--- config.mk ---
export PLATFORM = sky130hd
export DESIGN_NAME = ipar_guard
export DESIGN_NICKNAME = d
export VERILOG_FILES = /design/src/rtl/ipar_pkg.sv /design/src/rtl/ipar_wclass.sv /design/src/rtl/ipar_store.sv /design/src/rtl/ipar_check.sv /design/src/rtl/ipar_guard.sv
export SDC_FILE = /design/constraint.sdc
export NUM_CORES = 2
export LEC_CHECK = 0
export CAP_MARGIN = 0
export CORE_MARGIN = 4
export CORE_UTILIZATION = 45
export DETAILED_ROUTE_END_ITERATION = 8
export MAX_ROUTING_LAYER = met4
export PLACE_DENSITY = 0.6
export SETUP_SLACK_MARGIN = 0.4
export SLEW_MARGIN = 40
export SYNTH_ARGS = -nofsm -noshare
export SYNTH_HDL_FRONTEND = slang
export SYNTH_SLANG_ARGS = --single-unit
--- constraint.sdc ---
create_clock -name clk -period 9.8 [get_ports clk]
set_clock_uncertainty 0.1 [all_clocks]
set_input_delay 1.96 -clock clk [delete_from_list [all_inputs] [get_ports clk]]
set_output_delay 1.96 -clock clk [all_outputs]
set_load 0.1 [all_outputs]
--- src/rtl/ipar_pkg.sv ---
package ipar_pkg;
  localparam int GRAN_BITS = 64;
  localparam int LANES     = GRAN_BITS / 8;
  localparam int LINE_GRAN = 4;
  localparam int MAX_SIZE  = 5;   // 2^5 bytes = one line
  localparam int MIN_CHECK = 3;   // 2^3 bytes = one granule

  typedef logic [GRAN_BITS-1:0] gran_t;

  function automatic logic even_par(input gran_t d);
    return ^d;
  endfunction
endpackage

--- src/rtl/ipar_wclass.sv ---
module ipar_wclass
  import ipar_pkg::*;
#(
  parameter int ADDR_W = 7
) (
  input  logic [ADDR_W-1:0] addr,
  input  logic [LANES-1:0]  be,
  output logic              full
);
  // A write counts as full only when it covers a whole granule on its boundary
  assign full = (be == {LANES{1'b1}}) && (addr[2:0] == 3'b000);
endmodule

--- src/rtl/ipar_store.sv ---
module ipar_store
  import ipar_pkg::*;
#(
  parameter int GRAN_CNT = 16,
  localparam int GIDX_W = $clog2(GRAN_CNT)
) (
  input  logic                           clk,
  input  logic                           rst_n,
  input  logic                           prot_en,
  input  logic                           wr_valid,
  input  logic [GIDX_W-1:0]              wr_gidx,
  input  logic [LANES-1:0]               wr_be,
  input  gran_t                          wr_data,
  input  logic                           wr_full,
  input  logic [GIDX_W-1:0]              rd_gidx,
  output logic [LINE_GRAN-1:0][GRAN_BITS-1:0] rd_data,
  output logic [LINE_GRAN-1:0]           rd_par,
  output logic [LINE_GRAN-1:0]           rd_vld
);
  gran_t                mem [GRAN_CNT];
  logic [GRAN_CNT-1:0]  par;
  logic [GRAN_CNT-1:0]  vld;

  // Data lanes follow the mask regardless of protection state
  always_ff @(posedge clk) begin
    if (wr_valid) begin
      for (int b = 0; b < LANES; b++) begin
        if (wr_be[b]) mem[wr_gidx][8*b +: 8] <= wr_data[8*b +: 8];
      end
    end
  end

  // Only trust flags are reset; parity is meaningless while untrusted
  always_ff @(posedge clk) begin
    if (!rst_n) begin
      vld <= '0;
    end else if (wr_valid && prot_en) begin
      vld[wr_gidx] <= wr_full;
    end
  end

  always_ff @(posedge clk) begin
    if (wr_valid && prot_en && wr_full) par[wr_gidx] <= even_par(wr_data);
  end

  // Four consecutive granules, wrapping at the top of the array
  for (genvar k = 0; k < LINE_GRAN; k++) begin : g_rd
    logic [GIDX_W-1:0] idx;
    assign idx        = rd_gidx + GIDX_W'(k);
    assign rd_data[k] = mem[idx];
    assign rd_par[k]  = par[idx];
    assign rd_vld[k]  = vld[idx];
  end

  // a full write under protection leaves its granule trusted
  a_r2_full_sets_trust: assert property (@(posedge clk) disable iff (!rst_n)
    (wr_valid && prot_en && wr_full) |=> vld[$past(wr_gidx)]);

  // writes with protection off leave every trust flag alone
  a_r4_off_keeps_trust: assert property (@(posedge clk) disable iff (!rst_n)
    (wr_valid && !prot_en) |=> (vld == $past(vld)));

  // a partial or misaligned write under protection withdraws trust
  a_r3_partial_clears: assert property (@(posedge clk) disable iff (!rst_n)
    (wr_valid && prot_en && !wr_full) |=> !vld[$past(wr_gidx)]);
endmodule

--- src/rtl/ipar_check.sv ---
module ipar_check
  import ipar_pkg::*;
#(
  parameter int GIDX_W = 4,
  localparam int ADDR_W = GIDX_W + 3,
  localparam int SEL_W  = $clog2(LINE_GRAN)
) (
  input  logic                           clk,
  input  logic                           rst_n,
  input  logic                           req,
  input  logic                           chk_en,
  input  logic [LINE_GRAN-1:0]           gmask,
  input  logic [GIDX_W-1:0]              start,
  input  logic [LINE_GRAN-1:0][GRAN_BITS-1:0] rd_data,
  input  logic [LINE_GRAN-1:0]           rd_par,
  input  logic [LINE_GRAN-1:0]           rd_vld,
  output logic                           err_valid,
  output logic [ADDR_W-1:0]              err_addr
);
  logic [LINE_GRAN-1:0] fail;
  logic                 hit;
  logic [SEL_W-1:0]     sel;

  for (genvar k = 0; k < LINE_GRAN; k++) begin : g_chk
    assign fail[k] = chk_en && gmask[k] && rd_vld[k] &&
                     (even_par(rd_data[k]) != rd_par[k]);
  end

  // Scan from the top so the granule nearest the start wins
  always_comb begin
    hit = 1'b0;
    sel = '0;
    for (int k = LINE_GRAN - 1; k >= 0; k--) begin
      if (fail[k]) begin
        hit = 1'b1;
        sel = SEL_W'(k);
      end
    end
  end

  always_ff @(posedge clk) begin
    if (!rst_n) begin
      err_valid <= 1'b0;
      err_addr  <= '0;
    end else begin
      err_valid <= req && hit;
      if (req && hit) err_addr <= {start + GIDX_W'(sel), 3'b000};
    end
  end

  // an error pulse always answers a read accepted one cycle earlier
  a_r8_err_needs_req: assert property (@(posedge clk) disable iff (!rst_n)
    err_valid |-> $past(req));
endmodule

--- src/rtl/ipar_guard.sv ---
module ipar_guard
  import ipar_pkg::*;
#(
  parameter int GRAN_CNT = 16,
  localparam int GIDX_W = $clog2(GRAN_CNT),
  localparam int ADDR_W = GIDX_W + 3,
  localparam int LINE_W = LINE_GRAN * GRAN_BITS
) (
  input  logic              clk,
  input  logic              rst_n,
  input  logic              prot_en,
  input  logic              wr_valid,
  input  logic [ADDR_W-1:0] wr_addr,
  input  logic [LANES-1:0]  wr_be,
  input  logic [GRAN_BITS-1:0] wr_data,
  input  logic              if_valid,
  input  logic [ADDR_W-1:0] if_addr,
  output logic              if_rvalid,
  output logic [LINE_W-1:0] if_rdata,
  input  logic              dr_valid,
  output logic              dr_ready,
  input  logic [ADDR_W-1:0] dr_addr,
  input  logic [2:0]        dr_size,
  output logic              dr_rvalid,
  output logic [LINE_W-1:0] dr_rdata,
  output logic              err_valid,
  output logic [ADDR_W-1:0] err_addr
);
  logic                  wr_full;
  logic                  dr_acc;
  logic                  req;
  logic [2:0]            sz;
  logic [LINE_GRAN-1:0]  gmask;
  logic [GIDX_W-1:0]     rd_start;
  logic [LINE_GRAN-1:0][GRAN_BITS-1:0] rd_data;
  logic [LINE_GRAN-1:0]  rd_par;
  logic [LINE_GRAN-1:0]  rd_vld;
  logic [LINE_W-1:0]     rdata_q;
  logic                  unused_low;

  assign unused_low = ^{if_addr[4:0], dr_addr[2:0]};

  // Fetch always wins; the copy-agent read waits
  assign dr_ready = !if_valid;
  assign dr_acc   = dr_valid && dr_ready;
  assign req      = if_valid || dr_acc;

  assign sz = (dr_size > 3'(MAX_SIZE)) ? 3'(MAX_SIZE) : dr_size;

  always_comb begin
    if (if_valid) begin
      rd_start = {if_addr[ADDR_W-1:5], 2'b00};
      gmask    = '1;
    end else begin
      rd_start = dr_addr[ADDR_W-1:3];
      gmask    = '0;
      if (dr_acc && sz >= 3'(MIN_CHECK)) begin
        for (int k = 0; k < LINE_GRAN; k++) begin
          if (k < (1 << (sz - 3'(MIN_CHECK)))) gmask[k] = 1'b1;
        end
      end
    end
  end

  ipar_wclass #(.ADDR_W(ADDR_W)) u_wclass (
    .addr (wr_addr),
    .be   (wr_be),
    .full (wr_full)
  );

  ipar_store #(.GRAN_CNT(GRAN_CNT)) u_store (
    .clk      (clk),
    .rst_n    (rst_n),
    .prot_en  (prot_en),
    .wr_valid (wr_valid),
    .wr_gidx  (wr_addr[ADDR_W-1:3]),
    .wr_be    (wr_be),
    .wr_data  (wr_data),
    .wr_full  (wr_full),
    .rd_gidx  (rd_start),
    .rd_data  (rd_data),
    .rd_par   (rd_par),
    .rd_vld   (rd_vld)
  );

  ipar_check #(.GIDX_W(GIDX_W)) u_check (
    .clk       (clk),
    .rst_n     (rst_n),
    .req       (req),
    .chk_en    (prot_en),
    .gmask     (gmask),
    .start     (rd_start),
    .rd_data   (rd_data),
    .rd_par    (rd_par),
    .rd_vld    (rd_vld),
    .err_valid (err_valid),
    .err_addr  (err_addr)
  );

  always_ff @(posedge clk) begin
    if (!rst_n) begin
      if_rvalid <= 1'b0;
      dr_rvalid <= 1'b0;
      rdata_q   <= '0;
    end else begin
      if_rvalid <= if_valid;
      dr_rvalid <= dr_acc;
      if (req) rdata_q <= rd_data;
    end
  end

  assign if_rdata = rdata_q;
  assign dr_rdata = rdata_q;

  // never two responses in one cycle
  a_r9_one_resp: assert property (@(posedge clk) disable iff (!rst_n)
    !(if_rvalid && dr_rvalid));

  // a fetch cycle accepts no copy-agent read
  a_r9_fetch_blocks: assert property (@(posedge clk) disable iff (!rst_n)
    if_valid |=> !dr_rvalid);

  // the error pulse rides on a read response
  a_r8_err_with_resp: assert property (@(posedge clk) disable iff (!rst_n)
    err_valid |-> (if_rvalid || dr_rvalid));

  // reads taken with protection off stay silent
  a_r4_off_no_err: assert property (@(posedge clk) disable iff (!rst_n)
    err_valid |-> $past(prot_en));
endmodule

; ---- Yosys cells after proc, flatten, opt, wreduce, memory -nomap -nowiden
; Memory sizes are Yosys's and may differ from the RTL's.
; Index checks and enable logic that the tools add are counted.
; Widths: inputs -> output; s select.
[word_totals]
reg_bits = 295
mem_bits_rw = 1024
in_bits = 102
output_inout_bits = 523
word_cells = 118
mem_count = 1
[op_classes]
add_sub_neg = 5
order_cmp = 12
eq_ne = 5
shift = 1
mux = 60
reduce_logical = 27
[memory_table]
columns = memory, depth, width, rd, rd_ports_with_merged_regs, wr, line_no
row1 = u_store.mem, 16, 64, 4, 0, 1, ipar_store.sv:20  ; gran_t mem [GRAN_CNT];
[ops]
columns = operator, count
row1 = $reduce_xor 64->1, 5
row2 = $lt 3x32->1 const A, 2
row3 = $mux 1, 41
row4 = $bmux 1 s4, 8
row5 = $bwmux 16, 2
row6 = $lt 1x32->1 const A, 1
row7 = $lt 2x32->1 const A, 1
row8 = $shl 1x3->32 const A, 1
row9 = $lt 4x5->1 const B, 5
row10 = $logic_and 1x1->1, 19
row11 = $mux 4, 3
row12 = $add 4x2->4 const B, 2
row13 = $eq 8x8->1 const B, 1
row14 = $mux 2, 4
row15 = $add 4x1->4 const B, 1
row16 = $add 4x2->4, 1
row17 = $demux 1 s4, 1
row18 = $ge 4x1->1 const B, 1
row19 = $ne 1x1->1, 4
row20 = $ge 3x2->1 const B, 1
row21 = $gt 3x3->1 const B, 1
row22 = $logic_not 3->1, 1
row23 = $mux 3, 1
row24 = $sub 3x2->3 const B, 1
row25 = 2 further kinds, 2

; ---- Longest topological paths before layout
[depth]
depth_word = 16
mapped_depth = 37
depth_no_buf = 23

; ---- Hierarchy
; From an unflattened synthesis, not the netlist that was laid out.
[hier_totals]
cells_unflattened = 5869
area_unflattened_um2 = 78959.5
[by_module_without_submodules]
columns = mod, n_inst, cells_each, area_per_inst_um2, seq_area_each_um2
row1 = ipar_store, 1, 4186, 64560.7, 31550.3
row2 = ipar_guard, 1, 1387, 11736.3, 5165.0
row3 = ipar_check, 1, 292, 2628.8, 100.1
row4 = ipar_wclass, 1, 4, 33.8, 0.0

; ---- Worst setup path after synthesis
; OpenSTA, ideal clock, no wires.
[synth_timing]
path_kind = input-to-reg
start = input port if_valid
end = register u_check.err_addr[4]
setup_time_ns = 0.120
arrival_time_ns = 8.326
required_ns = 9.580
path_slack_ns = 1.254
path_stages = 34
path_buffers = 18
path_cell_list = buf_6 > nand2b_4 > buf_6 > buf_6 > buf_6 > buf_6 > buf_4 > buf_4 > buf_4 > buf_4 > buf_4 > buf_2 > ha_1 > buf_2 > buf_2 > buf_2 > buf_2 > buf_2 > buf_2 > buf_1 > mux4_2 > xnor2_1 > a22oi_1 > nand2_1 > xnor2_1 > xnor2_1 > xnor3_1 > nor2_1 > a22oi_1 > a31oi_1 > ha_1 > fa_1 > mux2i_1 > nor2b_1
[synth_between]
elab_chain_cells = 13
word_cells_on_any_way = 57
cone_classes = add/sub: 4 / eq/ne: 4 / mux: 27 / reduce/logical: 21 / memory: 1
[synth_lines]
columns = item, line_no
row1 = start: declaration, ipar_guard.sv:16  ; input logic if_valid,
row2 = "parallel branches: the longest is 13 deep, another holds $mem_v2 16x64", -
row3 = end signal: assignment, ipar_check.sv:47  ; if (req && hit) err_addr <= {start + GIDX_W'(sel), 3'b000};
row4 = end: declaration, ipar_check.sv:18  ; output logic [ADDR_W-1:0] err_addr
; Several ways; the timed one is not identified. The select of a mux whose other input is x is not followed.
; A chain may end at the register's enable or synchronous reset.

; ---- Worst setup path in the final report
; Same ends and word-level chain as after synthesis.

==> flow_summary.toml <==
[floorplan]
core_mm2 = 0.1862
fp.dieW_um = 441.5
die_h_um = 441.5
initial_core_util_pct = 45.41
rows = 158
boundaryPins = 625
dieArea_mm2 = 0.1949

[sta]
post-route-period-util_pct = 86.34
hold_viol = 0
max_slew_margin_pct = 26.23
setup_tns_ns = 0
grt_setup_unrepaired = "no"
fmax_mhz = 118.2
report.final.slew_viol_count = 0
tightest_slew_ns = 1.076
fin_crit_ns = 8.461
finalSetupViolCount = 0

[worst_setup_path]
end_kind = "register"
startpoint = "if_valid"
crit_type = "input pin to register"
cp-endpoint = "u_check.err_addr[4]$_SDFFE_PN0P_"
cp_num_buf_inv = 4
worst-path-stages = 23
slowest_delay_ns = 0.64
reg2reg_depth = 18
cp_common_cell = "xnor2_1"
worstPathArrival_ns = 9.09
crit_required_ns = 10.43
cp_cell_sequence = "buf_8, mux2i_4, inv_6, ha_1, a21o_1, mux2_4, nor2_8, buf_12, mux4_2, xnor2_1, o21ai_0, buf_4, xnor2_1, xnor2_1, xnor3_1, xnor3_1, nor2_1, a22oi_1, a31oi_1, ha_1, fa_1, mux2i_1, nor2b_1"
cp_max_fo = 35
reg2reg_from = "u_store.mem[10][22]$_DFFE_PP_"
cp_slowest_cell = "mux4_2"
timing.rr.end = "u_check.err_addr[4]$_SDFFE_PN0P_"
crit_family = "multiplexers"
rrSetupSlack_ns = 3.83
start_kind = "input pin"

[cts]
h-tree-depth = 4
cts_root_buf = "clkbuf_16"
cts_tree = "done"
cts.path.max_buffers = 3
cts_buffers = 154
postCtsHoldBufs = 0
clock-sinks = 1319
clkTransAtPathRegs_ns = 0.07
post-cts-setup-buffers = 0
clock_latency_ns = 0.85
cts_resized = 0

[logic_synthesis]
synth.avg_cell_area_um2 = 11.42
async_flop_share_pct = 0
synthXorXnorAreaFrac_pct = 4.842
synth-main-ff-cell = "edfxtp_1"
seq_area_frac_synth_pct = 43.54
synth-compound-area-share_pct = 11.53
synth_top_family_by_area = "multiplexers"
synth_edf_count = 1040
synthMuxAreaShare_pct = 24.47
synthAdderAreaFrac_pct = 0.1273
yosys_warnings = 0
ys_types = 90
syn_inst = 7407
syn_area_mm2 = 0.08456
synth.area.top_cells = "edfxtp_1 (37%), mux4_2 (12%), mux2i_1 (11%)"
yosys_register_bits = 1319
synth_top_area_cell = "edfxtp_1"
synthSimpleGateAreaFrac_pct = 9.247
yosys.area.top_type_share_pct = 36.93

[detailed_routing]
post_drt_via_cell_ratio = 6.936
wl_met1_um = 155900
routedWlPerCell_um = 41.25
drt_iter0_markers = 12570
wl_met3_um = 65220
dr.pass1.iters = 9
vias = 71890
top_layer = "met4"
drc = 0
postRouteAntennaNets = 0
met2_length_um = 174500
wirelength_um = 427500

[run_status]
status = "finished clean"

[global_routing]
antenna_found_initial = 54
grt_overflow = 0
grt_pass1_wl_um = 566500
grt_max_degree = 139
grt_pass1_vias = 65310
gr-usage-all-layers_pct = 43.78

[power]
vdd_drop_max_uv = 310.5
cellLeakagePower_uw = 0.03546
combinationalPowerShare_pct = 39.3
p_int_uw = 12310
p_sw_uw = 8474
powerDensity_mw_per_mm2 = 216.4
sw_frac_of_total_pct = 40.78
p_seq_share_pct = 31.2
clock_power_share_pct = 29.4

[final_layout]
final_common_cell = "edfxtp_1"
multi_input_area_mm2 = 0.04309
final_layout_size_suffix_gt1_share_pct = 24.16
instances_no_fill = 10360
fillers = 16510
layout_common_cells = "edfxtp_1 (1040), mux2i_1 (917), nand2_1 (866), buf_2 (522), mux4_2 (465)"
fin_util_pct = 51.56
area_growth_pct = 13.56
regArea_mm2 = 0.03682
nNetsFinal = 7824

[place]
globalplace.congestion = 1.040
dp.cells = 10030
io_buffers = 613
dp_hpwl_um = 308600

[job]
drv_cap = 0

[hold_path]
holdCritPathClass = "register to register"
-- worst min-delay path by stage --
stage / depth (start not counted) / endpoint / startpoint
floorplan: 2 / u_store.vld[12]$_SDFFE_PN0P_ / u_store.vld[12]$_SDFFE_PN0P_
global placement: 2 / dr_rdata[169]$_SDFFE_PN0P_ / dr_rdata[169]$_SDFFE_PN0P_
detailed placement: 2 / dr_rdata[81]$_SDFFE_PN0P_ / dr_rdata[81]$_SDFFE_PN0P_
CTS: 2 / dr_rdata[81]$_SDFFE_PN0P_ / dr_rdata[81]$_SDFFE_PN0P_
global route: 2 / dr_rdata[169]$_SDFFE_PN0P_ / dr_rdata[169]$_SDFFE_PN0P_
finish: 2 / dr_rdata[148]$_SDFFE_PN0P_ / dr_rdata[148]$_SDFFE_PN0P_
-- power groups by stage --
stage / Sequential [uW] / Combinational (uW) / Clock (uW)
after floorplan: 7470 / 4420 / 0
after global placement: 6610 / 8080 / 0
after detailed placement: 6610 / 7900 / 0
after CTS: 6490 / 7930 / 6140
after global routing: 6510 / 8260 / 6370
final: 6490 / 8170 / 6120
-- synth_stat cells, drive strengths merged (77+ instances only) --
cell / count
mux2i: 922
o211ai: 77
xnor2: 275
a221oi: 87
o22ai: 95
nand2: 871
mux4: 471
a21oi: 367
o21ai: 189
nor2: 445
buf: 623
dfxtp: 279
edfxtp: 1040
xor2: 140
clkbuf: 283
nand3: 205
a21boi: 77
o221ai: 118
nor3: 80
a22oi: 92
-- flip-flops by register name, indices dropped and copies added, names as in the netlist --
| signal | count |
|---|---|
| u_store.mem | 1024 |
| dr_rdata | 256 |
| u_store.par | 16 |
| u_store.vld | 16 |
| u_check.err_addr | 4 |
| dr_rvalid | 1 |
| if_rvalid | 1 |
| u_check.err_valid | 1 |
-- per-stage QoR --
| step | cell area [um^2] | worst slack (ns) | total power (uW) | hold WS [ns] |
|---|---|---|---|---|
| 2_1_floorplan | 84570 | 1.254 | 11880 | 0.4640 |
| 3_3_place_gp | 92740 | 0.6074 | 14680 | 0.3559 |
| 3_5_place_dp | 90510 | 0.6826 | 14510 | 0.3572 |
| 4_1_cts | 95840 | 1.570 | 20550 | 0.3661 |
| 5_1_grt | 96000 | 1.318 | 21140 | 0.3814 |
| 6_report | 96020 | 1.339 | 20780 | 0.3667 |
-- cells by family (layout without fill, tap and decap cells) --
family,count (synthesis),after routing
AO/OA/AOI/OAI,1431,1431
XOR/XNOR,432,432
adder cells (fa/ha/maj),8,8
buffers and inverters,940,1374
flip-flops,1319,1319
multiplexers,1463,1463
other,1,44
AND/OR/NAND/NOR,1813,1813
-- per-layer routing --
layer	global-route usage [%]	up-vias
li1	-	28730
met1	54.80	36120
met2	59.16	5974
met3	17.26	1069
met4	26.74	0
met5	-	-
-- cell type report --
| cell class | instances | share of cell area [%] |
|---|---|---|
| Sequential cell | 1319 | 38.34 |
| Tap cell | 2480 | 3.232 |
| Timing Repair Buffer | 1055 | 7.706 |
| Clock buffer | 206 | 4.644 |
| Antenna cell | 41 | 0.1068 |
| Inverter | 34 | 0.1824 |
| Clock inverter | 79 | 0.9108 |
| Multi-Input combinational cell | 5150 | 44.88 |
-- tightest hold or removal path, stage by stage, from the launching register on --
cell and delay, ns:
dfxtp_1 0.32, nand2_1 0.05, a21oi_1 0.05
(Power assumes the default switching activity.)
